==> src/rtl/acq_pkg.sv <==
`timescale 1ns/1ps
package acq_pkg;

    typedef enum logic [1:0] {
        ST_IDLE    = 2'd0,
        ST_ARMED   = 2'd1,
        ST_CAPTURE = 2'd2,
        ST_DONE    = 2'd3
    } acq_state_e;

    typedef enum logic {
        SRC_EXT        = 1'b0,
        SRC_DLY_ACTIVE = 1'b1
    } acq_src_e;

endpackage

==> src/rtl/acq_sampler.sv <==
`timescale 1ns/1ps
// Input register stage: bus sampled on the chosen edge, flag and trigger registered.
module acq_sampler #(
    parameter int DATA_W = 8
) (
    input  logic              clk_i,
    input  logic              rst_ni,
    input  logic              fall_edge_i,
    input  logic [DATA_W-1:0] data_i,
    input  logic              act_i,
    input  logic              ext_i,
    output logic [DATA_W-1:0] data_o,
    output logic              act_o,
    output logic              ext_rise_o
);
    typedef struct packed {
        logic [DATA_W-1:0] data;
        logic              act;
        logic              ext;
        logic              ext_prev;
    } smp_t;

    smp_t              r_d, r_q;
    logic [DATA_W-1:0] neg_q;

    // falling-edge capture, handed to the rising-edge stage half a cycle later
    always_ff @(negedge clk_i or negedge rst_ni) begin
        if (!rst_ni) neg_q <= '0;
        else         neg_q <= data_i;
    end

    always_comb begin
        r_d          = r_q;
        r_d.data     = fall_edge_i ? neg_q : data_i;
        r_d.act      = act_i;
        r_d.ext      = ext_i;
        r_d.ext_prev = r_q.ext;
    end

    always_ff @(posedge clk_i or negedge rst_ni) begin
        if (!rst_ni) r_q <= '0;
        else         r_q <= r_d;
    end

    assign data_o     = r_q.data;
    assign act_o      = r_q.act;
    assign ext_rise_o = r_q.ext & ~r_q.ext_prev;
endmodule

==> src/rtl/acq_delay_line.sv <==
`timescale 1ns/1ps
// Whole-cycle delay of the registered data-active flag, tap chosen by sel_i.
module acq_delay_line #(
    parameter int MAX_DELAY = 15,
    localparam int DLY_W = $clog2(MAX_DELAY + 1)
) (
    input  logic             clk_i,
    input  logic             rst_ni,
    input  logic             act_i,
    input  logic [DLY_W-1:0] sel_i,
    output logic             act_o
);
    logic [MAX_DELAY-1:0] line_d, line_q;

    generate
        if (MAX_DELAY == 1) begin : g_single
            assign line_d = act_i;
        end else begin : g_chain
            assign line_d = {line_q[MAX_DELAY-2:0], act_i};
        end
    endgenerate

    always_comb begin
        act_o = act_i;
        for (int k = 0; k < MAX_DELAY; k++) begin
            if (sel_i == DLY_W'(k + 1)) act_o = line_q[k];
        end
    end

    always_ff @(posedge clk_i or negedge rst_ni) begin
        if (!rst_ni) line_q <= '0;
        else         line_q <= line_d;
    end
endmodule

==> src/rtl/acq_ctrl.sv <==
`timescale 1ns/1ps
// Arm / trigger / capture / done sequencing.
module acq_ctrl
    import acq_pkg::*;
#(
    parameter int DATA_W = 8,
    parameter int LEN_W  = 8,
    parameter int DLY_W  = 4
) (
    input  logic              clk_i,
    input  logic              rst_ni,
    input  logic              arm_i,
    input  logic              src_sel_i,
    input  logic              strobe_clk_i,
    input  logic [DLY_W-1:0]  dly_cycles_i,
    input  logic [LEN_W-1:0]  cap_len_i,
    input  logic [DATA_W-1:0] smp_i,
    input  logic              ext_rise_i,
    input  logic              dly_act_i,
    output logic [DLY_W-1:0]  dly_sel_o,
    output logic [DATA_W-1:0] cap_data_o,
    output logic              cap_valid_o,
    output logic              done_o,
    output logic              cfg_err_o,
    output acq_state_e        state_o
);
    typedef struct packed {
        acq_state_e        state;
        acq_src_e          src;
        logic [DLY_W-1:0]  dly;
        logic [LEN_W-1:0]  len;
        logic [LEN_W-1:0]  cnt;
        logic              valid;
        logic [DATA_W-1:0] data;
        logic              done;
        logic              err;
    } ctl_t;

    ctl_t r_d, r_q;
    logic conflict, can_arm, accept, trig;

    assign conflict = (acq_src_e'(src_sel_i) == SRC_DLY_ACTIVE) && strobe_clk_i;
    assign can_arm  = (r_q.state == ST_IDLE) || (r_q.state == ST_DONE);
    assign accept   = arm_i && can_arm && !conflict;
    assign trig     = (r_q.src == SRC_EXT) ? ext_rise_i : dly_act_i;

    always_comb begin
        r_d       = r_q;
        r_d.valid = 1'b0;
        case (r_q.state)
            ST_IDLE, ST_DONE: begin
                if (arm_i && conflict) begin
                    r_d.err = 1'b1;
                end else if (accept) begin
                    r_d.state = ST_ARMED;
                    r_d.src   = acq_src_e'(src_sel_i);
                    r_d.dly   = dly_cycles_i;
                    r_d.len   = cap_len_i;
                    r_d.cnt   = '0;
                end
            end
            ST_ARMED: begin
                if (trig) begin
                    if (r_q.len == '0) begin
                        r_d.state = ST_DONE;
                    end else begin
                        r_d.valid = 1'b1;
                        r_d.data  = smp_i;
                        r_d.cnt   = LEN_W'(1);
                        r_d.state = (r_q.len == LEN_W'(1)) ? ST_DONE : ST_CAPTURE;
                    end
                end
            end
            ST_CAPTURE: begin
                r_d.valid = 1'b1;
                r_d.data  = smp_i;
                r_d.cnt   = r_q.cnt + LEN_W'(1);
                if (r_d.cnt == r_q.len) r_d.state = ST_DONE;
            end
            default: r_d.state = ST_IDLE;
        endcase
        // done trails entry into ST_DONE by one cycle, so it follows the last valid
        r_d.done = (r_q.state == ST_DONE) && !accept;
    end

    always_ff @(posedge clk_i or negedge rst_ni) begin
        if (!rst_ni) begin
            r_q       <= '0;
            r_q.state <= ST_IDLE;
            r_q.src   <= SRC_EXT;
        end else begin
            r_q <= r_d;
        end
    end

    assign dly_sel_o   = r_q.dly;
    assign cap_data_o  = r_q.data;
    assign cap_valid_o = r_q.valid;
    assign done_o      = r_q.done;
    assign cfg_err_o   = r_q.err;
    assign state_o     = r_q.state;
endmodule

==> src/rtl/acq_engine.sv <==
`timescale 1ns/1ps
module acq_engine
    import acq_pkg::*;
#(
    parameter int DATA_W    = 8,
    parameter int LEN_W     = 8,
    parameter int MAX_DELAY = 15,
    localparam int DLY_W    = $clog2(MAX_DELAY + 1)
) (
    input  logic              clk_i,
    input  logic              rst_ni,
    input  logic              arm_i,
    input  logic              src_sel_i,
    input  logic              strobe_clk_i,
    input  logic              fall_edge_i,
    input  logic [DLY_W-1:0]  dly_cycles_i,
    input  logic [LEN_W-1:0]  cap_len_i,
    input  logic [DATA_W-1:0] smp_data_i,
    input  logic              gen_active_i,
    input  logic              ext_trig_i,
    output logic [DATA_W-1:0] cap_data_o,
    output logic              cap_valid_o,
    output logic              done_o,
    output logic              cfg_err_o
);
    logic [DATA_W-1:0] smp_q;
    logic              act_q, ext_rise, dly_act;
    logic [DLY_W-1:0]  dly_sel;
    acq_state_e        ctl_state;

    acq_sampler #(.DATA_W(DATA_W)) u_sampler (
        .clk_i       (clk_i),
        .rst_ni      (rst_ni),
        .fall_edge_i (fall_edge_i),
        .data_i      (smp_data_i),
        .act_i       (gen_active_i),
        .ext_i       (ext_trig_i),
        .data_o      (smp_q),
        .act_o       (act_q),
        .ext_rise_o  (ext_rise)
    );

    acq_delay_line #(.MAX_DELAY(MAX_DELAY)) u_delay (
        .clk_i  (clk_i),
        .rst_ni (rst_ni),
        .act_i  (act_q),
        .sel_i  (dly_sel),
        .act_o  (dly_act)
    );

    acq_ctrl #(.DATA_W(DATA_W), .LEN_W(LEN_W), .DLY_W(DLY_W)) u_ctrl (
        .clk_i        (clk_i),
        .rst_ni       (rst_ni),
        .arm_i        (arm_i),
        .src_sel_i    (src_sel_i),
        .strobe_clk_i (strobe_clk_i),
        .dly_cycles_i (dly_cycles_i),
        .cap_len_i    (cap_len_i),
        .smp_i        (smp_q),
        .ext_rise_i   (ext_rise),
        .dly_act_i    (dly_act),
        .dly_sel_o    (dly_sel),
        .cap_data_o   (cap_data_o),
        .cap_valid_o  (cap_valid_o),
        .done_o       (done_o),
        .cfg_err_o    (cfg_err_o),
        .state_o      (ctl_state)
    );
endmodule

==> config.mk <==
export PLATFORM = sky130hd
export DESIGN_NAME = acq_engine
export DESIGN_NICKNAME = d
export VERILOG_FILES = /design/src/rtl/acq_pkg.sv /design/src/rtl/acq_sampler.sv /design/src/rtl/acq_delay_line.sv /design/src/rtl/acq_ctrl.sv /design/src/rtl/acq_engine.sv
export SDC_FILE = /design/constraint.sdc
export NUM_CORES = 1
export LEC_CHECK = 0
export ABC_CLOCK_PERIOD_IN_PS = 3450
export CAP_MARGIN = 5
export CELL_PAD_IN_SITES_DETAIL_PLACEMENT = 1
export CELL_PAD_IN_SITES_GLOBAL_PLACEMENT = 1
export CORE_MARGIN = 3
export CORE_UTILIZATION = 48
export CTS_BUF_LIST = sky130_fd_sc_hd__clkbuf_16
export DETAILED_ROUTE_END_ITERATION = 6
export HOLD_SLACK_MARGIN = 0.06
export PLACE_DENSITY_LB_ADDON = 0.25
export REMOVE_ABC_BUFFERS = 1
export SLEW_MARGIN = 10
export SYNTH_ARGS = -nofsm -noshare
export SYNTH_HDL_FRONTEND = slang
export SYNTH_SLANG_ARGS = --single-unit
==> constraint.sdc <==
create_clock -name clk_i -period 3.45 [get_ports clk_i]
set_clock_uncertainty 0.05 [all_clocks]
set_input_delay 0.5175 -clock clk_i [delete_from_list [all_inputs] [get_ports clk_i]]
set_output_delay 0.5175 -clock clk_i [all_outputs]
set_load 0.05 [all_outputs]
==> results.json <==
{
  "antenna_found_initial": 0,
  "critPathLaunchType": "flip-flop",
  "drt_pass1_iterations": 4,
  "finalSetupTns_ns": 0,
  "hold_class": "flip-flop to flip-flop",
  "crit_type": "flip-flop to flip-flop",
  "port_buffers": 38,
  "vias_per_cell": 5.75,
  "cp_data_required_time_ns": 3.61,
  "clockBufferDepth": 2,
  "h-tree-depth": 3,
  "diodes": 0,
  "floorplan.initialDensity": 0.504,
  "drv_slew": 0,
  "yosysSeqAreaShare": 0.522,
  "hold_viol": 0,
  "fin_ws_ns": 0.714,
  "leakagePower_nw": 1.67,
  "grt_pass1_wl_um": 12200,
  "syn2layout_area_growth_pct": 21.0,
  "die_x_um": 88.4,
  "avgSynthCellArea_sq_um": 12.2,
  "status": "completed",
  "root_buffer": "clkbuf_16",
  "placed_cell_area_sq_mm": 0.00359,
  "switching_share": 0.208,
  "p_comb_frac": 0.063,
  "synth_edf_count": 0,
  "syn-cell-area_sq_mm": 0.00326,
  "ir_worst_vdd_mv": 0.326,
  "yosys_warnings": 0,
  "internal-power_mw": 1.59,
  "ios": 39,
  "p_seq_frac": 0.419,
  "final_area_sq_mm": 0.00394,
  "vias": 2184,
  "yosysUniqueCellTypes": 62,
  "fin_nets": 330,
  "drt-initial-drc-count": 111,
  "cts.sinks": 68,
  "rsz0062_at_grt": "false",
  "synthArstFlopShare": 1.00,
  "dp_hpwl_um": 4910,
  "max-cap-violations": 0,
  "cp_slowest_cell": "dfrtp_1",
  "place_ws_ns": 0.501,
  "drive_above_1_share": 0.188,
  "core_area_sq_mm": 0.00646,
  "cts_tree": "built",
  "grt_overflow": 0,
  "maxSlewHeadroom": 0.564,
  "cts_buffers": 9,
  "tightest_slew_ns": 0.653,
  "track_usage": 0.210,
  "finalSetupViolCount": 0,
  "critPathMaxStageDelay_ns": 0.65,
  "insertion_delay_ns": 0.34,
  "place_congestion": 0.802,
  "fin_crit_sh": 0.793,
  "drc_errors": 0,
  "worstPathArrival_ns": 2.90,
  "cts-resized-gates": 0,
  "crit_chain": "mux2i_1 > o21ai_0 > nand2b_1 > a31o_2 > or2_4 > a31oi_4 > mux2_4",
  "routed_wl_um": 7380,
  "worstPathMaxFanout": 16,
  "fp-row-count": 29,
  "die-area_sq_mm": 0.00781,
  "synth_seq_cells": 68,
  "grt_start_max_net_pins": 54,
  "synth_flop_cell": "dfrtp_1",
  "first_global_vias": 2397,
  "fmax_mhz": 366,
  "clk_pin_slew_worst_paths_ns": 0.06,
  "power_switching_mw": 0.420,
  "wl_per_cell_um": 19.4,
  "clkPwrFrac": 0.518,
  "postSynthCellCount": 266,
  "cp-end-kind": "flip-flop",
  "final.min_clock_period_ns": 2.74,
  "p_per_area_mw_per_mm2": 511,
  "ant_nets": 0,
  "die_h_um": 88.4
}
[critical path, delay by kind of cell, from the launching register on]
kind / cells / cell delay [ns]
compound gates: 3 / 0.86
flops: 1 / 0.65
mux: 2 / 0.57
simple gates: 2 / 0.48
[cells in the mapped netlist, types with 2 or more instances]
library cell | count | area share
a21oi_1 | 10 | 0.015
a221o_1 | 4 | 0.012
a31oi_1 | 5 | 0.0096
and2_1 | 3 | 0.0058
and3_1 | 3 | 0.0058
buf_4 | 11 | 0.025
buf_6 | 3 | 0.010
clkbuf_1 | 4 | 0.0046
dfrtn_1 | 8 | 0.061
dfrtp_1 | 60 | 0.46
ha_1 | 4 | 0.015
inv_1 | 6 | 0.0069
mux2_2 | 20 | 0.069
mux2_4 | 8 | 0.037
mux2i_1 | 6 | 0.018
nand2_1 | 10 | 0.012
nand2b_1 | 6 | 0.012
nand3_1 | 4 | 0.0061
nand3b_1 | 3 | 0.0069
nand4bb_1 | 2 | 0.0069
nor2_1 | 9 | 0.010
nor2b_1 | 12 | 0.023
nor3_1 | 4 | 0.0061
nor3b_1 | 3 | 0.0069
o211ai_1 | 2 | 0.0046
o21ai_0 | 8 | 0.012
o2bb2ai_1 | 2 | 0.0054
o31ai_1 | 2 | 0.0046
xnor2_1 | 8 | 0.022
xor2_1 | 4 | 0.011
[layout make-up]
type | count | area (sq um)
Sequential cell | 68 | 1700
Inverter | 6 | 22.5
Fill cell | 647 | 2520
Tap cell | 77 | 96.3
Timing Repair Buffer | 42 | 408
Clock buffer | 9 | 225
Multi-Input combinational cell | 171 | 1370
Clock inverter | 7 | 115
[placed cells by master, fill, tap and decap left out, types with 5 or more instances in the layout]
cell type        Yosys  routed
a21oi_1             10      10
a31oi_1              5       5
clkbuf_16            0       9
clkdlybuf4s50_1      0      37
dfrtn_1              8       8
dfrtp_1             60      60
inv_1                6       6
mux2_2              20      20
mux2_4               8       8
mux2i_1              6       6
nand2_1             10      10
nand2b_1             6       6
nor2_1               9       9
nor2b_1             12      12
o21ai_0              8       8
xnor2_1              8       8
[power groups by stage]
stage | clock (mW) | sequential (mW) | combinational, mW
final | 1.04 | 0.843 | 0.127
after CTS | 1.07 | 0.843 | 0.129
after global placement | 0 | 0.855 | 0.124
after floorplan | 0 | 0.877 | 0.0316
after detailed placement | 0 | 0.856 | 0.128
after global routing | 1.10 | 0.846 | 0.138
[worst paths after layout]
path / startpoint / to / slack (ns) / depth (start not counted)
worst max-delay path: u_ctrl.dly_sel_o[2] / u_ctrl.cap_data_o[1] / 0.71 / 7
worst min-delay path: u_sampler.r_d[0] / u_sampler.r_q[0] / 0.32 / 0
worst max register to register: u_ctrl.dly_sel_o[2] / u_ctrl.cap_data_o[1] / 0.71 / 7
worst min register to register: u_sampler.r_d[0] / u_sampler.r_q[0] / 0.32 / 0
max in group asynchronous: rst_ni / u_sampler.neg_q[0] / 0.83 / 2
min in group asynchronous: rst_ni / u_sampler.data_o[4] / 0.63 / 2
[state kept, by name, summed over array words and instances, names as in the netlist, 2 cells and up]
register / cells
u_sampler.data_o: 8
u_ctrl.state_o: 2
u_ctrl.cap_data_o: 8
u_ctrl.r_q: 17
u_delay.line_q: 15
u_ctrl.dly_sel_o: 4
u_sampler.neg_q: 8
[layer usage]
layer	wire length [um]	part of all wire	global-route usage
met2	3650	0.50	0.344
met5	0	0	0
met1	3180	0.43	0.259
met4	146	0.020	0.0687
met3	400	0.054	0.0773
[metrics by stage]
step	utilization	hold WS [ns]	total power, mW	cells
after CTS	0.610	0.320	2.04	380
after global placement	0.556	0.301	0.979	363
after floorplan	-	0.172	0.909	245
final	0.610	0.323	2.01	380
after detailed placement	0.556	0.307	0.984	363
after global routing	0.610	0.331	2.09	380
[repair_timing]
action                                 in CTS  in global routing
hold buffers                                1                  0
buffers inserted                            0                  0
endpoints found under the hold margin       7                  0
[logic make-up after synthesis]
family,share of synthesized area
flip-flops,0.522
XOR/XNOR,0.0323
multiplexers,0.128
AND/OR/NAND/NOR,0.137
AO/OA/AOI/OAI,0.109
adder cells (fa/ha/maj),0.0154
buffers and inverters,0.0564
Note: power is estimated with default switching activity, not from simulation.
